$ cat src/rtl/frag_pkg.sv
package frag_pkg;
    typedef enum logic [1:0] {
        ST_IDLE   = 2'd0,
        ST_XLAT   = 2'd1,
        ST_REQ    = 2'd2,
        ST_PFAULT = 2'd3
    } trk_state_e;
endpackage

$ cat src/rtl/frag_first_fault.sv
// Lowest-index nonzero fault code among NUM fragments.
module frag_first_fault #(
    parameter int NUM     = 4,
    parameter int FAULT_W = 4,
    parameter int IDX_W   = 2
) (
    input  logic [NUM-1:0][FAULT_W-1:0] codes_i,
    output logic                        found_o,
    output logic [IDX_W-1:0]            idx_o,
    output logic [FAULT_W-1:0]          code_o
);
    logic [NUM-1:0] nz;

    for (genvar g = 0; g < NUM; g++) begin : g_nz
        assign nz[g] = |codes_i[g];
    end

    always_comb begin
        found_o = 1'b0;
        idx_o   = '0;
        code_o  = '0;
        for (int i = NUM - 1; i >= 0; i--) begin
            if (nz[i]) begin
                found_o = 1'b1;
                idx_o   = IDX_W'(i);
                code_o  = codes_i[i];
            end
        end
    end
endmodule

$ cat src/rtl/frag_send_ctl.sv
// Packet issue window: offers index recvd+outstanding while below the count.
module frag_send_ctl #(
    parameter int CNT_W = 3,
    parameter int IDX_W = 2
) (
    input  logic [CNT_W-1:0] pkt_cnt_i,
    input  logic [CNT_W-1:0] recvd_i,
    input  logic [CNT_W-1:0] outst_i,
    input  logic             blocked_i,
    input  logic             ready_i,
    input  logic             retry_i,
    input  logic             rsp_i,
    output logic             valid_o,
    output logic [IDX_W-1:0] idx_o,
    output logic             all_rcvd_o,
    output logic [CNT_W-1:0] recvd_d_o,
    output logic [CNT_W-1:0] outst_d_o,
    output logic             blocked_d_o
);
    logic [CNT_W-1:0] next_idx;
    logic             take_rsp;
    logic             accepted;

    always_comb begin
        next_idx    = recvd_i + outst_i;
        all_rcvd_o  = (recvd_i == pkt_cnt_i);
        valid_o     = !all_rcvd_o && !blocked_i && (next_idx < pkt_cnt_i);
        idx_o       = next_idx[IDX_W-1:0];
        accepted    = valid_o && ready_i;
        take_rsp    = rsp_i && (outst_i != '0);
        recvd_d_o   = take_rsp ? recvd_i + 1'b1 : recvd_i;
        outst_d_o   = outst_i;
        if (accepted && !take_rsp) begin
            outst_d_o = outst_i + 1'b1;
        end else if (!accepted && take_rsp) begin
            outst_d_o = outst_i - 1'b1;
        end
        blocked_d_o = blocked_i;
        if (retry_i) begin
            blocked_d_o = 1'b0;
        end else if (valid_o && !ready_i) begin
            blocked_d_o = 1'b1;
        end
    end
endmodule

$ cat src/rtl/frag_split_tracker.sv
module frag_split_tracker
    import frag_pkg::*;
#(
    parameter int MAX_FRAGS = 4,
    parameter int FAULT_W   = 4,
    localparam int CNT_W    = $clog2(MAX_FRAGS + 1),
    localparam int IDX_W    = (MAX_FRAGS > 1) ? $clog2(MAX_FRAGS) : 1
) (
    input  logic               clk,
    input  logic               rst_n,
    input  logic               start_i,
    input  logic [CNT_W-1:0]   nfrag_i,
    input  logic               squashed_i,
    output logic               xlat_req_o,
    output logic [IDX_W-1:0]   xlat_idx_o,
    input  logic               xlat_rsp_valid_i,
    input  logic [IDX_W-1:0]   xlat_rsp_idx_i,
    input  logic [FAULT_W-1:0] xlat_rsp_fault_i,
    output logic [1:0]         state_o,
    output logic [FAULT_W-1:0] fault_code_o,
    output logic [IDX_W-1:0]   fault_idx_o,
    output logic               pkt_valid_o,
    output logic [IDX_W-1:0]   pkt_idx_o,
    input  logic               pkt_ready_i,
    input  logic               retry_i,
    input  logic               pkt_rsp_i,
    output logic               done_o,
    output logic               squash_o
);
    typedef struct packed {
        trk_state_e                          st;
        logic [CNT_W-1:0]                    nfrag;
        logic [CNT_W-1:0]                    issued;
        logic [CNT_W-1:0]                    xlated;
        logic [MAX_FRAGS-1:0]                seen;
        logic [MAX_FRAGS-1:0][FAULT_W-1:0]   codes;
        logic [CNT_W-1:0]                    pkt_cnt;
        logic [CNT_W-1:0]                    outst;
        logic [CNT_W-1:0]                    recvd;
        logic                                blocked;
        logic [FAULT_W-1:0]                  fcode;
        logic [IDX_W-1:0]                    fidx;
    } trk_t;

    trk_t r_q, r_d;

    logic               ff_found;
    logic [IDX_W-1:0]   ff_idx;
    logic [FAULT_W-1:0] ff_code;

    logic               sc_valid;
    logic [IDX_W-1:0]   sc_idx;
    logic               sc_all;
    logic [CNT_W-1:0]   sc_recvd_d;
    logic [CNT_W-1:0]   sc_outst_d;
    logic               sc_blocked_d;

    logic               rsp_in_range;
    logic               start_ok;

    frag_first_fault #(
        .NUM     (MAX_FRAGS),
        .FAULT_W (FAULT_W),
        .IDX_W   (IDX_W)
    ) u_first (
        .codes_i (r_q.codes),
        .found_o (ff_found),
        .idx_o   (ff_idx),
        .code_o  (ff_code)
    );

    frag_send_ctl #(
        .CNT_W (CNT_W),
        .IDX_W (IDX_W)
    ) u_send (
        .pkt_cnt_i   (r_q.pkt_cnt),
        .recvd_i     (r_q.recvd),
        .outst_i     (r_q.outst),
        .blocked_i   (r_q.blocked),
        .ready_i     (pkt_ready_i),
        .retry_i     (retry_i),
        .rsp_i       (pkt_rsp_i),
        .valid_o     (sc_valid),
        .idx_o       (sc_idx),
        .all_rcvd_o  (sc_all),
        .recvd_d_o   (sc_recvd_d),
        .outst_d_o   (sc_outst_d),
        .blocked_d_o (sc_blocked_d)
    );

    assign rsp_in_range = (CNT_W'(xlat_rsp_idx_i) < r_q.nfrag);
    assign start_ok     = start_i && (nfrag_i != '0) && (nfrag_i <= CNT_W'(MAX_FRAGS));

    always_comb begin
        r_d          = r_q;
        xlat_req_o   = 1'b0;
        xlat_idx_o   = r_q.issued[IDX_W-1:0];
        pkt_valid_o  = 1'b0;
        pkt_idx_o    = sc_idx;
        done_o       = 1'b0;
        squash_o     = 1'b0;

        unique case (r_q.st)
            ST_IDLE: begin
                if (start_ok) begin
                    r_d       = '0;
                    r_d.st    = ST_XLAT;
                    r_d.nfrag = nfrag_i;
                end
            end
            ST_XLAT: begin
                if (r_q.issued < r_q.nfrag) begin
                    xlat_req_o = 1'b1;
                    r_d.issued = r_q.issued + 1'b1;
                end
                if (xlat_rsp_valid_i && rsp_in_range && !r_q.seen[xlat_rsp_idx_i]) begin
                    r_d.seen[xlat_rsp_idx_i]  = 1'b1;
                    r_d.codes[xlat_rsp_idx_i] = xlat_rsp_fault_i;
                    r_d.xlated                = r_q.xlated + 1'b1;
                end
                if (r_q.xlated == r_q.nfrag) begin
                    if (squashed_i) begin
                        squash_o = 1'b1;
                        r_d.st   = ST_IDLE;
                    end else if (ff_found) begin
                        r_d.st      = ST_PFAULT;
                        r_d.pkt_cnt = CNT_W'(ff_idx);
                        r_d.fcode   = ff_code;
                        r_d.fidx    = ff_idx;
                    end else begin
                        r_d.st      = ST_REQ;
                        r_d.pkt_cnt = r_q.nfrag;
                    end
                end
            end
            ST_REQ, ST_PFAULT: begin
                if (sc_all) begin
                    done_o = 1'b1;
                    r_d.st = ST_IDLE;
                end else begin
                    pkt_valid_o = sc_valid;
                    r_d.recvd   = sc_recvd_d;
                    r_d.outst   = sc_outst_d;
                    r_d.blocked = sc_blocked_d;
                end
            end
            default: r_d.st = ST_IDLE;
        endcase
    end

    always_ff @(posedge clk or negedge rst_n) begin
        if (!rst_n) begin
            r_q <= '0;
        end else begin
            r_q <= r_d;
        end
    end

    assign state_o      = r_q.st;
    assign fault_code_o = (r_q.st == ST_PFAULT) ? r_q.fcode : '0;
    assign fault_idx_o  = (r_q.st == ST_PFAULT) ? r_q.fidx  : '0;
endmodule

$ cat config.mk
export PLATFORM = sky130hd
export DESIGN_NAME = frag_split_tracker
export DESIGN_NICKNAME = d
export VERILOG_FILES = /design/src/rtl/frag_pkg.sv /design/src/rtl/frag_first_fault.sv /design/src/rtl/frag_send_ctl.sv /design/src/rtl/frag_split_tracker.sv
export SDC_FILE = /design/constraint.sdc
export NUM_CORES = 1
export LEC_CHECK = 0
export CORE_MARGIN = 1
export CORE_UTILIZATION = 62
export CTS_BUF_LIST = sky130_fd_sc_hd__clkbuf_8
export CTS_CLUSTER_DIAMETER = 200
export CTS_CLUSTER_SIZE = 25
export DETAILED_ROUTE_END_ITERATION = 16
export PLACE_DENSITY = 0.86
export SETUP_SLACK_MARGIN = 0.4
export SYNTH_ARGS = -nofsm -noshare
export SYNTH_HDL_FRONTEND = slang
export SYNTH_SLANG_ARGS = --single-unit
$ cat constraint.sdc
create_clock -name clk -period 6.25 [get_ports clk]
set_input_delay 0.625 -clock clk [delete_from_list [all_inputs] [get_ports clk]]
set_output_delay 0.625 -clock clk [all_outputs]
set_load 0.1 [all_outputs]
## After elaboration in Yosys (flattened, before gate mapping)

Cells that the tools add are included.

| cells by class | value |
|---|---|
| add/sub/neg operators | 6 |
| magnitude comparators | 6 |
| equal/unequal tests | 16 |
| multiplexer cells | 53 |
| bitwise gates (word level) | 1 |
| reduce and logical (&&, ||, !) cells | 37 |

Operators with widths:

| cell | number |
|---|---|
| $pmux 29 s2 | 1 |
| $mux 47 | 1 |
| $mux 4 | 6 |
| $mux 23 | 1 |
| $mux 3 | 7 |
| $mux 1 | 18 |
| $mux 6 | 3 |
| $bwmux 16 | 1 |
| $mux 2 | 8 |
| $ne 2x2->1 const B | 8 |
| $reduce_and 4->1 | 4 |
| $reduce_or 4->1 | 4 |
| $pmux 7 s2 | 1 |
| $add 3x1->3 const B | 4 |
| $logic_and 1x1->1 | 12 |
| $pmux 6 s2 | 1 |
| $reduce_and 3->1 | 3 |
| $demux 4 s2 | 1 |
| $mux 7 | 1 |
| $eq 3x3->1 | 2 |
| $logic_not 1->1 | 6 |
| $lt 3x3->1 | 2 |
| $pmux 2 s3 | 1 |
| $reduce_bool 3->1 | 2 |
| other kinds (19) | 21 |

| storage, ports and cells | value |
|---|---|
| bits in registers | 47 |
| logic and storage cells | 134 |

## Logic depth before layout (Yosys ltp)

| logic depth | value |
|---|---|
| word-level depth | 11 |
| mapped depth | 14 |
| mapped depth without buffers | 13 |

## Hierarchy

From an unflattened synthesis, not the netlist that was laid out.

| unflattened totals | value |
|---|---|
| cell total of the unflattened synthesis | 301 |
| area total of the unflattened synthesis | 2905.3 um2 |

By module, submodules not included:

| module | instances | cells each | area each (um2) | seq. area each (um2) |
|---|---|---|---|---|
| frag_split_tracker | 1 | 225 | 2373.5 | 1176.1 |
| frag_send_ctl | 1 | 49 | 371.6 | 0.0 |
| frag_first_fault | 1 | 27 | 160.2 | 0.0 |

## Worst setup path before layout

OpenSTA, ideal clock, no wires.

| path | value |
|---|---|
| kind | register -> output |
| start | register r_q[7] in the netlist's numbering |
| end | output port pkt_valid_o |
| arrival time | 4672 ps |
| required time | 5625 ps |
| slack | 953 ps |
| stages on the path, launching flop included | 7 |
| cells stage by stage | dfrtp_1 > ha_1 > fa_1 > ha_1 > o21ai_0 > o21ai_0 > nor3b_1 |

| between the ends | value |
|---|---|
| elaborated cells between the ends (all ways) | 8 |
| classes of those cells | 1 x add/sub; 1 x order compare; 1 x eq/ne; 2 x mux; 3 x reduce/logical |

RTL lines:

| what | line | RTL |
|---|---|---|
| from (decl) | frag_split_tracker.sv:45 | `trk_t r_q, r_d;` |
| from (signal assigned) | frag_split_tracker.sv:155 | `r_q <= r_d;` |
| $add 3x3->3 | frag_send_ctl.sv:25 | `next_idx = recvd_i + outst_i;` |
| named net pkt_idx_o[1] | frag_split_tracker.sv:23 | `output logic [IDX_W-1:0] pkt_idx_o,` |
| $lt 3x3->1 | frag_send_ctl.sv:27 | `valid_o = !all_rcvd_o && !blocked_i && (next_idx < pkt_cnt_i);` |
| $logic_and 1x1->1 | frag_send_ctl.sv:27 |  |
| $mux 1 | frag_split_tracker.sv:137 | `if (sc_all) begin` |
| $mux 1 | frag_split_tracker.sv:103 | `unique case (r_q.st)` |
| to (decl) | frag_split_tracker.sv:22 | `output logic pkt_valid_o,` |

The timed path passes the listed nets, and every way through them passes these cells.

## Worst setup path in the final report

| path | value |
|---|---|
| start | register r_q[7] in the netlist's numbering |
| end | output port pkt_valid_o |

| between the ends | value |
|---|---|
| cells in the longest elaborated chain, start to end | 6 |
| elaborated cells between the ends (all ways) | 8 |
| classes of those cells | 1 x add/sub; 1 x order compare; 1 x eq/ne; 2 x mux; 3 x reduce/logical |

RTL lines:

| what | line |
|---|---|
| branches (longest 4 deep; another with $add 3x3->3) | -- |
| $mux 1 * | frag_split_tracker.sv:137 |
| $mux 1 * | frag_split_tracker.sv:103 |

Every way passes the cells marked *.

==> impl_metrics.tcl <==
set metrics [dict create \
    cp_data_required_time_ns 5.62 \
    ctsHtreeMaxLevel 2 \
    area_growth_pct 13.3 \
    placed_cells 363 \
    rsz0062_at_grt "false" \
    tightestPinTransition_ns 1.04 \
    grt_use_met3_pct 5.70 \
    synth.top_cell.area_share_pct 42.2 \
    cp_max_fo 6 \
    hold_class "in -> async" \
    fp.dieW_um 69.1 \
    fmax_mhz 241 \
    clock_path_buffers 2 \
    grt_pass1_wl_um 10300 \
    core_um2 4320 \
    hold_violations 0 \
    drive_gt1_share_pct 5.35 \
    synth_top_area_cell "dfrtp_1" \
    stdcell_count 370 \
    ys_seq_area_share_pct 42.2 \
    cp.arrival_ns 3.52 \
    fin_crit_ns 4.15 \
    track_usage_pct 26.9 \
    timing.critical_path.from_type "flop" \
    vias_per_cell 6.23 \
    tns_ns 0 \
    drt_iter0_drc 166 \
    synth_area_per_cell_um2 9.42 \
    root_buffer "clkbuf_8" \
    diodes 0 \
    synthesis.nets 324 \
    grt_busiest_layer "met2" \
    holdBufCountCts 0 \
    slew_violations 0 \
    drv_cap 0 \
    ys.flop_type "dfrtp_1" \
    p_leak_uw 0.00134 \
    syn-instance-count 296 \
    hpwl_um 4430 \
    status "completed" \
    drc 0 \
    grt_max_degree 48 \
    start_util_pct 64.5 \
    fin_skew_ns 0.00511 \
    drt_wl_total_um 6170 \
    drtPass1Iterations 4 \
    gr-total-overflow 0 \
    postCtsSetupRepairBufs 0 \
    synth_area_leaders "dfrtp_1, ha_1, a21oi_1, nand2_1, xnor2_1" \
    cts_tree "done" \
    ys_types 55 \
    nFillCells 349 \
    reg2regPathDepth 12 \
    clock-sinks 47 \
    multi_input_area_um2 1430 \
    crit_family "buffers and inverters" \
    crit_chain "ha_1 > fa_1 > xnor2_1 > xnor2_1 > ha_1 > o21ai_0 > o21ai_0 > nor3b_1 > clkdlybuf4s50_1" \
    cpPeakStageDelay_ns 1.16 \
    place.port_buffers 32 \
    path_clk_slew_ns 0.08 \
    antenna_found_initial 0 \
    power_density_nw_per_um2 574 \
    die_h_um 69.1 \
    via_count 2304 \
    worstSkewPairLatency_ns 0.30 \
    worstSetupEndpointType "primary output" \
    gp_congestion 0.937 \
    period_share_pct 66.4 \
    ios 33 \
    yosys_warnings 0 \
    setup_viol 0 \
    synthArstFlopShare_pct 100 \
    use_met2_pct 42.4 \
    post_drt_wl_per_cell_um 16.7 \
    path_class "reg -> out" \
    grt_pass1_vias 2181 \
    final_nets 346 \
    synth_edf_count 0 \
    netlist_area_um2 2790 \
    die_area_um2 4770 \
    cts_resized 0 \
    ir_worst_vdd_v 0.000483 \
    ant_nets 0 \
    finalHoldWorstSlack_ns 0.495 \
    ys_seq_elements 47 \
    cp_num_buf_inv 1 \
    p_total_uw 1810 \
    seqCellArea_um2 1180 \
    groute.layer.met1.usage_pct 38.0 \
    slowest_stage "clkdlybuf4s50_1" \
    relSlewSlack_pct 30.8 \
    num_rows 24 \
    cts_buffers 5 \
    path_depth 9 \
]
[kinds of logic after synthesis]
logic type | synth area share (%)
simple gates | 18.5
compound gates | 20.0
flops | 42.2
buf+inv | 6.55
mux | 4.08
fa+ha+maj | 5.48
xor+xnor | 3.14
[report_power, final]
group | switching, µW | total [µW] | internal [µW]
Clock | 97.2 | 184 | 86.9
Combinational | 702 | 1070 | 363
Sequential | 143 | 565 | 422
Total | 942 | 1810 | 873
[stage by stage]
| stage | cell area (µm²) | utilization, % | setup slack, ns |
|---|---|---|---|
| 3_3_place_gp | 3070 | 71.0 | 2.49 |
| 3_5_place_dp | 3070 | 71.0 | 2.43 |
| 5_1_grt | 3160 | 73.1 | 1.93 |
| 4_1_cts | 3160 | 73.1 | 2.08 |
| 2_1_floorplan | 2790 | - | 0.953 |
| 6_report | 3160 | 73.1 | 2.10 |
[sequential cells by signal, indices dropped and copies added (netlist names)]
name	flops
xlat_idx_o	2
r_q	43
state_o	2
[cells in the final DEF, fill, tap and decap left out, types with 2 or more instances in the layout]
| cell type | Yosys | routed |
|---|---|---|
| a21o_1 | 2 | 2 |
| a21oi_1 | 20 | 20 |
| a22o_1 | 3 | 3 |
| a31oi_1 | 2 | 2 |
| a32o_1 | 4 | 4 |
| and2_1 | 2 | 2 |
| and3_1 | 5 | 5 |
| clkbuf_8 | 0 | 6 |
| clkdlybuf4s50_1 | 0 | 31 |
| dfrtp_1 | 47 | 47 |
| fa_1 | 2 | 2 |
| ha_1 | 9 | 9 |
| inv_1 | 21 | 21 |
| mux2_2 | 2 | 2 |
| mux2i_1 | 8 | 8 |
| nand2_1 | 26 | 26 |
| nand2b_1 | 8 | 8 |
| nand3_1 | 10 | 10 |
| nand4_1 | 5 | 5 |
| nor2_1 | 13 | 13 |
| nor2b_1 | 8 | 8 |
| nor3b_1 | 2 | 2 |
| nor4_1 | 4 | 4 |
| nor4b_1 | 4 | 4 |
| o211ai_1 | 4 | 4 |
| o21a_1 | 2 | 2 |
| o21ai_0 | 14 | 14 |
| o21ai_1 | 6 | 6 |
| o2bb2ai_1 | 7 | 7 |
| o31ai_1 | 2 | 2 |
| o32ai_1 | 3 | 3 |
| or2_1 | 2 | 2 |
| or2_2 | 2 | 2 |
| xnor2_1 | 10 | 10 |
[final timing paths]
path,startpoint,to,slack (ns)
worst max-delay path,r_q[7]$_DFFE_PN0P_,pkt_valid_o,2.10
worst min-delay path,rst_n,r_q[6]$_DFFE_PN0P_,0.50
worst max register to register,r_q[7]$_DFFE_PN0P_,r_q[12]$_DFFE_PN0P_,2.98
worst min register to register,r_q[32]$_DFFE_PN0P_,r_q[32]$_DFFE_PN0P_,0.50
max in group asynchronous,rst_n,r_q[24]$_DFFE_PN0P_,5.10
min in group clk,r_q[32]$_DFFE_PN0P_,r_q[32]$_DFFE_PN0P_,0.50
[layer usage]
layer / routed length (µm) / vias up
met3: 331 / 9
met5: 0 / -
met2: 2960 / 73
met1: 2800 / 1111
li1: - / 1111
met4: 82 / 0
[cell usage after synthesis (5+ instances only)]
cell,instances
nand2_1,26
nand3_1,10
o21ai_1,6
xnor2_1,10
nor2b_1,8
clkbuf_1,7
buf_2,5
o2bb2ai_1,7
ha_1,9
o21ai_0,14
a21oi_1,20
nor2_1,13
and3_1,5
nand4_1,5
inv_1,21
mux2i_1,8
nand2b_1,8
dfrtp_1,47
[cell type report]
type                            count  area share (%)
Clock buffer                        6            2.61
Timing Repair Buffer               33            10.2
Inverter                           21            2.50
Multi-Input combinational cell    210            45.2
Sequential cell                    47            37.2
Clock inverter                      1           0.158
Tap cell                           52            2.06
Power figures use the tool's default switching activity.
